**config.mk**
```make
export PLATFORM = sky130hd
export DESIGN_NAME = pwb_top
export DESIGN_NICKNAME = d
export VERILOG_FILES = /design/src/rtl/pwb_pkg.sv /design/src/rtl/pwb_strobe_qual.sv /design/src/rtl/pwb_ctrl.sv /design/src/rtl/pwb_datapath.sv /design/src/rtl/pwb_top.sv
export SDC_FILE = /design/constraint.sdc
export NUM_CORES = 2
export LEC_CHECK = 0
export BUFFER_PORTS_ARGS = -buffer_cell sky130_fd_sc_hd__buf_4
export CORE_MARGIN = 4
export CORE_UTILIZATION = 30
export CTS_BUF_LIST = sky130_fd_sc_hd__clkbuf_4 sky130_fd_sc_hd__clkbuf_8
export CTS_CLUSTER_SIZE = 12
export DETAILED_ROUTE_END_ITERATION = 10
export REMOVE_ABC_BUFFERS = 1
export SLEW_MARGIN = 0
export SYNTH_ARGS = -nofsm -noshare
export SYNTH_HDL_FRONTEND = slang
export SYNTH_HIERARCHICAL = 1
export SYNTH_SLANG_ARGS = --single-unit
```
**constraint.sdc**
```tcl
create_clock -name clk -period 2.75 [get_ports clk]
set_clock_uncertainty 0.05 [all_clocks]
set_input_delay 0.1375 -clock clk [delete_from_list [all_inputs] [get_ports clk]]
set_output_delay 0.1375 -clock clk [all_outputs]
set_load 0.02 [all_outputs]
```
**src/rtl/pwb_pkg.sv**
```systemverilog
package pwb_pkg;

  typedef enum logic [1:0] {
    ST_IDLE = 2'd0,
    ST_LOAD = 2'd1,
    ST_PROG = 2'd2
  } pwbStateT;

  // Strobes from the control module to the datapath
  typedef struct packed {
    logic capAddr;     // sample the bus address (pulse start)
    logic storeByte;   // write the byte into the page buffer and mark its slot
    logic takePage;    // first byte of an operation: latch the page
    logic emit;        // commit scan: present the slot on scanIdx
    logic clearMarks;  // end of program period
  } pwbStrobeT;

endpackage

```
**src/rtl/pwb_strobe_qual.sv**
```systemverilog
module pwb_strobe_qual #(
  parameter int FILTER_CYC = 2
) (
  input  logic clk,
  input  logic rstN,
  input  logic chipEnN,
  input  logic wrEnN,
  input  logic outEnN,
  output logic pulseStart,
  output logic pulseDone
);
  localparam int CNT_W = $clog2(FILTER_CYC + 1);

  logic             active;
  logic             activeQ;
  logic [CNT_W-1:0] widthCnt;

  assign active     = !chipEnN && !wrEnN && outEnN;
  assign pulseStart = active && !activeQ;
  // A pulse counts only when it is ended by chip or write enable (output
  // enable still high) and was wide enough to pass the noise filter.
  assign pulseDone  = activeQ && !active && outEnN &&
                      (widthCnt >= CNT_W'(FILTER_CYC));

  always_ff @(posedge clk or negedge rstN) begin
    if (!rstN) begin
      activeQ  <= 1'b0;
      widthCnt <= '0;
    end else begin
      activeQ <= active;
      if (!active)
        widthCnt <= '0;
      else if (widthCnt != CNT_W'(FILTER_CYC))
        widthCnt <= widthCnt + 1'b1;
    end
  end
endmodule

```
**src/rtl/pwb_ctrl.sv**
```systemverilog
module pwb_ctrl import pwb_pkg::*; #(
  parameter int SLOT_W     = 7,
  parameter int WINDOW_CYC = 15000,
  parameter int PROG_CYC   = 1000000
) (
  input  logic              clk,
  input  logic              rstN,
  input  logic              pulseStart,
  input  logic              pulseDone,
  input  logic              pageHit,
  output pwbStrobeT         strb,
  output logic [SLOT_W-1:0] scanIdx,
  output logic              busy
);
  localparam int SLOTS  = 1 << SLOT_W;
  localparam int WIN_W  = $clog2(WINDOW_CYC + 1);
  localparam int PROG_W = $clog2(PROG_CYC + 1);

  pwbStateT          state;
  logic [WIN_W-1:0]  winCnt;
  logic [PROG_W-1:0] progCnt;
  logic              accept;

  always_comb begin
    accept = pulseDone &&
             ((state == ST_IDLE) || ((state == ST_LOAD) && pageHit));
    strb.capAddr    = pulseStart;
    strb.storeByte  = accept;
    strb.takePage   = accept && (state == ST_IDLE);
    strb.emit       = (state == ST_PROG) && (progCnt < PROG_W'(SLOTS));
    strb.clearMarks = (state == ST_PROG) && (progCnt == PROG_W'(PROG_CYC - 1));
  end

  assign scanIdx = progCnt[SLOT_W-1:0];
  assign busy    = (state == ST_PROG);

  always_ff @(posedge clk or negedge rstN) begin
    if (!rstN) begin
      state   <= ST_IDLE;
      winCnt  <= '0;
      progCnt <= '0;
    end else begin
      unique case (state)
        ST_IDLE: begin
          if (accept) begin
            state  <= ST_LOAD;
            winCnt <= '0;
          end
        end
        ST_LOAD: begin
          if (accept) begin
            winCnt <= '0;
          end else if (winCnt == WIN_W'(WINDOW_CYC - 1)) begin
            state   <= ST_PROG;
            progCnt <= '0;
          end else begin
            winCnt <= winCnt + 1'b1;
          end
        end
        ST_PROG: begin
          if (progCnt == PROG_W'(PROG_CYC - 1))
            state <= ST_IDLE;
          else
            progCnt <= progCnt + 1'b1;
        end
        default: state <= ST_IDLE;
      endcase
    end
  end
endmodule

```
**src/rtl/pwb_datapath.sv**
```systemverilog
module pwb_datapath import pwb_pkg::*; #(
  parameter int ADDR_W = 17,
  parameter int DATA_W = 8,
  parameter int SLOT_W = 7
) (
  input  logic              clk,
  input  logic              rstN,
  input  pwbStrobeT         strb,
  input  logic [SLOT_W-1:0] scanIdx,
  input  logic [ADDR_W-1:0] addr,
  input  logic [DATA_W-1:0] dataIn,
  output logic              pageHit,
  output logic              arrWrEn,
  output logic [ADDR_W-1:0] arrAddr,
  output logic [DATA_W-1:0] arrData
);
  localparam int SLOTS  = 1 << SLOT_W;
  localparam int PAGE_W = ADDR_W - SLOT_W;

  logic [ADDR_W-1:0] addrLat;
  logic [PAGE_W-1:0] pageReg;
  logic [DATA_W-1:0] pageBuf [SLOTS];
  logic [SLOTS-1:0]  marks;
  logic [SLOT_W-1:0] loadSlot;
  logic [PAGE_W-1:0] loadPage;

  assign loadSlot = addrLat[SLOT_W-1:0];
  assign loadPage = addrLat[ADDR_W-1:SLOT_W];
  assign pageHit  = (loadPage == pageReg);

  always_ff @(posedge clk or negedge rstN) begin
    if (!rstN) begin
      addrLat <= '0;
      pageReg <= '0;
    end else begin
      if (strb.capAddr)  addrLat <= addr;
      if (strb.takePage) pageReg <= loadPage;
    end
  end

  always_ff @(posedge clk) begin
    if (strb.storeByte) pageBuf[loadSlot] <= dataIn;
  end

  // One mark flop per slot
  for (genvar gi = 0; gi < SLOTS; gi++) begin : g_mark
    always_ff @(posedge clk or negedge rstN) begin
      if (!rstN)
        marks[gi] <= 1'b0;
      else if (strb.clearMarks || (strb.emit && (scanIdx == SLOT_W'(gi))))
        marks[gi] <= 1'b0;
      else if (strb.storeByte && (loadSlot == SLOT_W'(gi)))
        marks[gi] <= 1'b1;
    end
  end

  always_ff @(posedge clk or negedge rstN) begin
    if (!rstN) begin
      arrWrEn <= 1'b0;
      arrAddr <= '0;
      arrData <= '0;
    end else if (strb.emit) begin
      arrWrEn <= marks[scanIdx];
      arrAddr <= {pageReg, scanIdx};
      arrData <= pageBuf[scanIdx];
    end else begin
      arrWrEn <= 1'b0;
    end
  end
endmodule

```
**src/rtl/pwb_top.sv**
```systemverilog
module pwb_top import pwb_pkg::*; #(
  parameter int ADDR_W     = 17,
  parameter int DATA_W     = 8,
  parameter int SLOT_W     = 7,
  parameter int FILTER_CYC = 2,
  parameter int WINDOW_CYC = 15000,
  parameter int PROG_CYC   = 1000000
) (
  input  logic              clk,
  input  logic              rstN,
  input  logic              chipEnN,
  input  logic              wrEnN,
  input  logic              outEnN,
  input  logic [ADDR_W-1:0] addr,
  input  logic [DATA_W-1:0] dataIn,
  output logic              busy,
  output logic              arrWrEn,
  output logic [ADDR_W-1:0] arrAddr,
  output logic [DATA_W-1:0] arrData
);
  pwbStrobeT         strb;
  logic [SLOT_W-1:0] scanIdx;
  logic              pulseStart;
  logic              pulseDone;
  logic              pageHit;

  pwb_strobe_qual #(.FILTER_CYC(FILTER_CYC)) i_qual (
    .clk(clk), .rstN(rstN), .chipEnN(chipEnN), .wrEnN(wrEnN),
    .outEnN(outEnN), .pulseStart(pulseStart), .pulseDone(pulseDone)
  );

  pwb_ctrl #(.SLOT_W(SLOT_W), .WINDOW_CYC(WINDOW_CYC), .PROG_CYC(PROG_CYC)) i_ctrl (
    .clk(clk), .rstN(rstN), .pulseStart(pulseStart), .pulseDone(pulseDone),
    .pageHit(pageHit), .strb(strb), .scanIdx(scanIdx), .busy(busy)
  );

  pwb_datapath #(.ADDR_W(ADDR_W), .DATA_W(DATA_W), .SLOT_W(SLOT_W)) i_dp (
    .clk(clk), .rstN(rstN), .strb(strb), .scanIdx(scanIdx), .addr(addr),
    .dataIn(dataIn), .pageHit(pageHit), .arrWrEn(arrWrEn),
    .arrAddr(arrAddr), .arrData(arrData)
  );
endmodule

```
# ---- After elaboration in Yosys (flattened, before gate mapping)
# Memories as Yosys holds them, arrays and structs flattened. A register that Yosys moved wholly into a read port is not among the register bits.
# Cells that the tools add are included.
dict set report totals {
  mem_bits_rw 1024
  wordCells 1224
  out_inout_bits 27
  regBits 212
  rom_bits 0
  latchBits 0
  n_memories 1
}
dict set report op_classes {
  n_eq_ne 267
  add_sub_neg 3
  order_cmp 3
  div 0
  reduce_logical 537
  shifts 0
  bitwise 0
  n_mux 276
  mul 0
}
# name depth width read_ports rd_clocked_by_memory_dff write_ports line
set mem_list {}
lappend mem_list {i_dp.pageBuf 128 8 1 1 1 pwb_datapath.sv:22} ;# logic [DATA_W-1:0] pageBuf [SLOTS];
# operator n
set op_table {}
lappend op_table {{$eq A7 B7 Y1 const B} 128}
lappend op_table {{$eq A7 B6 Y1 const B} 64}
lappend op_table {{$logic_and A1 B1 Y1} 267}
lappend op_table {{$mux W1} 260}
lappend op_table {{$reduce_bool A2 Y1} 130}
lappend op_table {{$eq A7 B5 Y1 const B} 32}
lappend op_table {{$logic_or A1 B1 Y1} 129}
lappend op_table {{$eq A7 B4 Y1 const B} 16}
lappend op_table {{$mux W20} 3}
lappend op_table {{$eq A7 B3 Y1 const B} 8}
lappend op_table {{$mux W14} 3}
lappend op_table {{$pmux W20 S2} 1}
lappend op_table {{$eq A7 B2 Y1 const B} 4}
lappend op_table {{$pmux W14 S2} 1}
lappend op_table {{$add A20 B1 Y20 const B} 1}
lappend op_table {{$eq A20 B20 Y1 const B} 1}
lappend op_table {{$lt A20 B8 Y1 const B} 1}
lappend op_table {{$add A14 B1 Y14 const B} 1}
lappend op_table {{$eq A14 B14 Y1 const B} 1}
lappend op_table {{$eq A7 B1 Y1 const B} 2}
lappend op_table {{$logic_not A7 Y1} 2}
lappend op_table {{$mux W2} 6}
lappend op_table {{$eq A10 B10 Y1} 1}
lappend op_table {{$ne A2 B2 Y1 const B} 5}
lappend op_table {{13 further kinds} 19}

# ---- Depth between registers and ports, before layout
dict set report logic_depth {
  ltp_word 11
  ltp_mapped 14
}

# ---- By module
# Netlist, hierarchy kept.
# module n_inst seq_area_each_um2 area_per_inst_um2 cells_each
set by_module_without_submodules {}
lappend by_module_without_submodules {pwb_datapath 1 35278.8 48464.0 2934}
lappend by_module_without_submodules {pwb_ctrl 1 900.9 2085.8 233}
lappend by_module_without_submodules {pwb_strobe_qual 1 75.1 156.4 16}

# ---- Worst setup path after synthesis
# Ideal clock, no wire load.
dict set report synth_timing {
  path_kind {flip-flop to flip-flop}
  from {reg i_dp.pageReg[0]}
  to {mem i_dp.pageBuf[107][0] (enable)}
  n_path_buf 3
  setup_time_ps 374
  path_slack_ps -34
  arrival_ps 2360
  required_ps 2326
  stages_incl_launch_ff 12
  period_less_slack_ps 2784
  path_cell_list {dfrtp_1 xnor2_1 nand4_1 nor4_1 inv_1 a21oi_1 buf_4 inv_1 or2_2 clkbuf_1 clkbuf_1 nor2_1}
}
dict set report synth_via {
  elab_chain_cells 6
}
# item line
set synth_rtl {}
lappend synth_rtl {{from (decl)} pwb_datapath.sv:21} ;# logic [PAGE_W-1:0] pageReg;
lappend synth_rtl {{from (signal assigned)} pwb_datapath.sv:37} ;# if (strb.takePage) pageReg <= loadPage;
lappend synth_rtl {{$eq A10 B10 Y1} pwb_datapath.sv:29} ;# assign pageHit = (loadPage == pageReg);
lappend synth_rtl {{named net pageHit} pwb_top.sv:25} ;# logic pageHit;
lappend synth_rtl {{$logic_and A1 B1 Y1} pwb_ctrl.sv:26} ;# ((state == ST_IDLE) || ((state == ST_LOAD) && pageHit));
lappend synth_rtl {{$logic_or A1 B1 Y1} pwb_ctrl.sv:26}
lappend synth_rtl {{$logic_and A1 B1 Y1} pwb_ctrl.sv:25} ;# accept = pulseDone &&
lappend synth_rtl {{named net i_ctrl.accept} pwb_ctrl.sv:22} ;# logic accept;
lappend synth_rtl {{$mux W1} pwb_datapath.sv:42} ;# if (strb.storeByte) pageBuf[loadSlot] <= dataIn;
lappend synth_rtl {{$mux W1 (not written as such)} pwb_datapath.sv:42}
lappend synth_rtl {{to (decl)} pwb_datapath.sv:22}
# The timed path passes the listed nets, and every way through them passes these cells.

==> results_tabular.tex <==
\begin{tabular}{lr}
\hline
Metric & Value \\
\hline
\multicolumn{2}{l}{\textbf{Clock tree}} \\
\quad Deepest level of the CTS H-tree & 4 \\
\quad Number of CTS-inserted buffers & roughly 190 \\
\quad Clock insertion delay at the later pin of the skew report & 880 ps \\
\quad CTS tree & built \\
\quad Cell at the root of the clock tree & clkbuf\_8 \\
\quad Worst-path clk slew & 60 ps \\
\quad Number of clock sinks seen by CTS & 1244 \\
\quad Maximum root-to-sink buffer count & 3 \\
\multicolumn{2}{l}{\textbf{STA}} \\
\quad Min Clock Period, post-route & $\sim$2900 ps \\
\quad Final setup slack of the worst path & -145 ps \\
\quad Count of final max-slew check failures & 0 \\
\quad Worst rel slew slack & 22.7\% \\
\quad Crit share post-route & 105\% \\
\quad Fmax achieved & 345 MHz \\
\quad Count of endpoints failing setup in the final report & $\sim$880 \\
\quad Actual slew at the worst max-slew pin & 1160 ps \\
\quad Final Hold Slack & 261 ps \\
\quad Hold violation count in the final report & 0 \\
\quad Setup repair after global routing missed its margin & yes \\
\multicolumn{2}{l}{\textbf{Synthesis}} \\
\quad Xor and xnor fraction of the mapped netlist area & less than 1\% \\
\quad Largest area contributor in the netlist & edfxtp\_1 \\
\quad Count of unique library cells instantiated by Yosys & 65 \\
\quad Top post-synthesis cells by area & edfxtp\_1, dfrtp\_1, mux2i\_1 \\
\quad Most common flop cell mapped by yosys & edfxtp\_1 \\
\quad Cells after synthesis & around 3200 \\
\quad Fraction of the mapped netlist area in adder cells & less than 1\% \\
\quad Area share of the leading cell type in the synthesized netlist & between 60\% and 70\% \\
\quad Multiplexer share of the synthesized area & 13.2\% \\
\quad Post-synthesis instance area & 50700 um2 \\
\quad Area fraction in compound gates after synthesis & under 10\% \\
\quad Register bit count reported by yosys & 1244 \\
\quad Synth warn & 6 \\
\quad Post-synthesis share of cell area spent on and, or, nand and nor gates & under 10\% \\
\quad Syn avg cell area & around 16 um2 \\
\quad Share of flip-flops with an asynchronous set or reset after synthesis & 17.7\% \\
\quad Dominant combinational cell family by area after synthesis & multiplexers \\
\quad Sequential-to-total area share from yosys stat & 71.5\% \\
\quad Number of enable flip-flop cells after synthesis & 1024 \\
\multicolumn{2}{l}{\textbf{Route}} \\
\quad Total DRC errors in the routed layout & 0 \\
\quad Number of DRC violations after detailed-routing iteration 0 & 2888 \\
\quad Average wire per standard cell & 23.1 um \\
\quad Routed via count divided by cell count & 5.07 \\
\quad Aggregate routed wire length & 142 mm \\
\quad Vias post-DR & 31100 \\
\quad Detail Route Antenna Nets & 0 \\
\quad Number of search-and-repair iterations in the first detailed-routing pass & 5 \\
\multicolumn{2}{l}{\textbf{Layout}} \\
\quad Most frequent cells in the layout & edfxtp\_1, mux2i\_1, buf\_4 \\
\quad Layout filler cell count & 15500 \\
\quad Number of nets in the layout & 3802 \\
\quad Area grow syn2layout & 24.3\% \\
\quad Leading cell type in the layout, fill and taps excluded & edfxtp\_1 \\
\quad Post-layout utilization of the core & roughly 38\% \\
\quad Fraction of layout cells with a size suffix above 1 & 28.2\% \\
\multicolumn{2}{l}{\textbf{Global routing}} \\
\quad Gr busiest metal & met2 \\
\quad Vias in the first global route & 31300 \\
\quad First-pass GRT wire length & approximately 210 mm \\
\quad Global Route Usage Sum & 15.9\% \\
\quad Met3 Resource Use GR & 3.29\% \\
\quad Met1 Track Usage GR & 22.0\% \\
\quad Number of antenna violations at the first check in global routing & 1 \\
\quad Aggregate global routing overflow & 0 \\
\quad Global Route met2 Usage & approximately a quarter \\
\quad Largest net degree at the start of global routing & 129 \\
\multicolumn{2}{l}{\textbf{Worst hold path}} \\
\quad Cell depth of the worst hold path & 2 \\
\quad Class of the tightest hold or removal check & primary input to flip-flop \\
\quad Hold Startpoint & dataIn[2] \\
\quad Hold path endpoint & i\_dp/pageBuf[124][2] \\
\multicolumn{2}{l}{\textbf{Status}} \\
\quad Outcome & finished, violations left \\
\quad Violated checks & setup timing \\
\multicolumn{2}{l}{\textbf{Power and ir drop}} \\
\quad Power per cell area & just under 600 nW/um2 \\
\quad Relative contribution of the clock network to total power & 42.1\% \\
\quad Largest voltage drop on the vdd net & 0.000358 V \\
\quad Fraction of power consumed by combinational cells & about 2.7\% \\
\quad Internal power & 29.1 mW \\
\quad Leakage & 25.3 nW \\
\quad Sequential share of power & 55.2\% \\
\quad Power spent charging and discharging nets & 8.12 mW \\
\quad Sw frac & between 20 and 25\% \\
\multicolumn{2}{l}{\textbf{Worst setup path}} \\
\quad Reg-to-reg endpoint & i\_dp/pageBuf[122][2] \\
\quad Category of the most critical setup path & flip-flop to flip-flop \\
\quad Startpoint kind of the worst setup timing path & flip-flop \\
\quad Data required time at the worst endpoint & 3270 ps \\
\quad Startpoint of the most critical register-to-register path & i\_dp/addrLat[7] \\
\quad Reg-to-reg slack, setup & -150 ps \\
\quad Worst reg2reg path depth & 13 \\
\quad Arr. time, crit path & 3420 ps \\
\quad Endpoint class of the critical path & flip-flop \\
\quad Maximum fanout count along the critical path & 8 \\
\multicolumn{2}{l}{\textbf{Placement}} \\
\quad Half-perimeter wire length after detailed placement & approximately 90 mm \\
\quad Placer congestion estimate & 0.851 \\
\quad Number of buffers added on ports & 56 \\
\multicolumn{2}{l}{\textbf{Floorplan}} \\
\quad Row count & 150 \\
\quad Die Ht & $\sim$420 um \\
\quad \# IOs & 57 \\
\quad Core Box Area & 168000 um2 \\
\quad Initial standard-cell utilization of the core & 30.3\% \\
\quad Die area & 176000 um2 \\
\quad Overall die width & 419 um \\
\multicolumn{2}{l}{\textbf{Job}} \\
\quad Max Cap Violations & 0 \\
\hline
\end{tabular}
## power groups by stage
stage	registers, mW	logic, mW	clock network [mW]
final	20.6	1.00	15.7
after floorplan	20.9	0.202	0
after CTS	20.6	0.983	16.1
after global routing	20.6	1.07	17.1
after global placement	20.9	0.791	0
after detailed placement	20.9	0.803	0
## layer usage
metal	up-vias	share of wire, %	wire, um
met3	216	7.2	10200
met1	16000	43	61500
met4	0	2.6	3620
met5	-	0	0
met2	1163	47	66400
li1	13700	-	-
## sequential cells by signal (all words and copies together) (netlist names), 2 cells and up
| signal | count |
|---|---|
| i_qual/widthCnt | 2 |
| i_dp/marks | 128 |
| i_dp/arrData | 8 |
| i_ctrl/progCnt | 20 |
| i_dp/addrLat | 17 |
| i_dp/pageReg | 10 |
| i_dp/arrAddr | 17 |
| i_dp/pageBuf | 1024 |
| i_ctrl/winCnt | 14 |
| i_ctrl/state | 2 |
## timing repair
item	CTS	global route
setup endpoints to repair	1169	1132
gates resized for setup	271	97
pin swaps	49	41
hold buffers	67	0
gates cloned	21	3
endpoints found under the hold margin	1255	0
buffers inserted	7	9
## synthesized netlist by cell type (all sizes together), types with 2 or more instances
| master | count |
|---|---|
| nor2 | 289 |
| inv | 21 |
| buf | 127 |
| a211oi | 116 |
| xnor2 | 8 |
| or2 | 9 |
| and3 | 8 |
| xor2 | 3 |
| o41ai | 31 |
| nor3 | 14 |
| a21o | 2 |
| o211ai | 4 |
| a21oi | 144 |
| edfxtp | 1024 |
| dfrtp | 220 |
| nand4bb | 2 |
| and2 | 5 |
| nand3 | 26 |
| or4 | 4 |
| o31ai | 11 |
| nand2b | 8 |
| a311oi | 4 |
| a211o | 2 |
| ha | 3 |
| nand2 | 44 |
| o311ai | 4 |
| o21ai | 20 |
| nor2b | 15 |
| nand3b | 6 |
| mux2 | 46 |
| a31oi | 5 |
| clkbuf | 82 |
| mux4 | 38 |
| nor4 | 12 |
| a22oi | 256 |
| nand4 | 12 |
| o2111ai | 8 |
| or3b | 4 |
| mux2i | 531 |
| o21a | 9 |
## critical path, stage by stage, from the launching register on
cell and delay [ps]:
dfrtp_1 400, xnor2_1 160, nand4_1 150, nor4_2 280, buf_4 170, inv_2 40
a21oi_4 250, buf_6 160, buf_8 140, nand3_2 130, buf_6 200, nor2_1 170
buf_6 160, buf_12 120
## metrics by stage
stage / TNS [ps] / std cells / total power, mW / instance area (um2) / setup slack (ps)
6_report: -47020 / 6141 / 37.3 / 63100 / -145
5_1_grt: -154490 / 6141 / 38.7 / 63100 / -258
4_1_cts: -5900 / 6127 / 37.7 / 62500 / -70.0
3_5_place_dp: -522380 / 5672 / 21.7 / 56700 / -608
3_3_place_gp: -557660 / 5672 / 21.7 / 56700 / -664
2_1_floorplan: -3045410 / 2974 / 21.1 / 49500 / -19730
## area by class of cell
type	count	area, um2	area share (%)
Clock buffer	255	3220	5.10
Inverter	21	78.8	0.125
Clock inverter	105	723	1.15
Sequential cell	1244	36300	57.5
Tap cell	2204	2760	4.37
Antenna cell	2	5.00	0.00794
Multi-Input combinational cell	1709	14100	22.3
Timing Repair Buffer	601	5960	9.45
## kinds of logic after synthesis
group           Yosys count
flops                  1244
compound gates          619
mux                     615
simple gates            461
buf+inv                 230
xor+xnor                 11
fa+ha+maj                 3
## how the worst max path moves through the flow
stage	slack (ps)	start	cells past startpoint	endpoint
2_1_floorplan	-19730	i_ctrl/progCnt[1]	5	i_dp/marks[80]
3_3_place_gp	-660	i_dp/pageReg[5]	15	i_dp/marks[108]
3_5_place_dp	-610	i_dp/addrLat[7]	13	i_dp/pageBuf[44][3]
4_1_cts	-70	i_dp/pageReg[8]	15	i_dp/marks[92]
5_1_grt	-260	i_dp/addrLat[7]	14	i_dp/marks[7]
6_report	-150	i_dp/addrLat[7]	13	i_dp/pageBuf[122][2]
(Power assumes the default switching activity.)
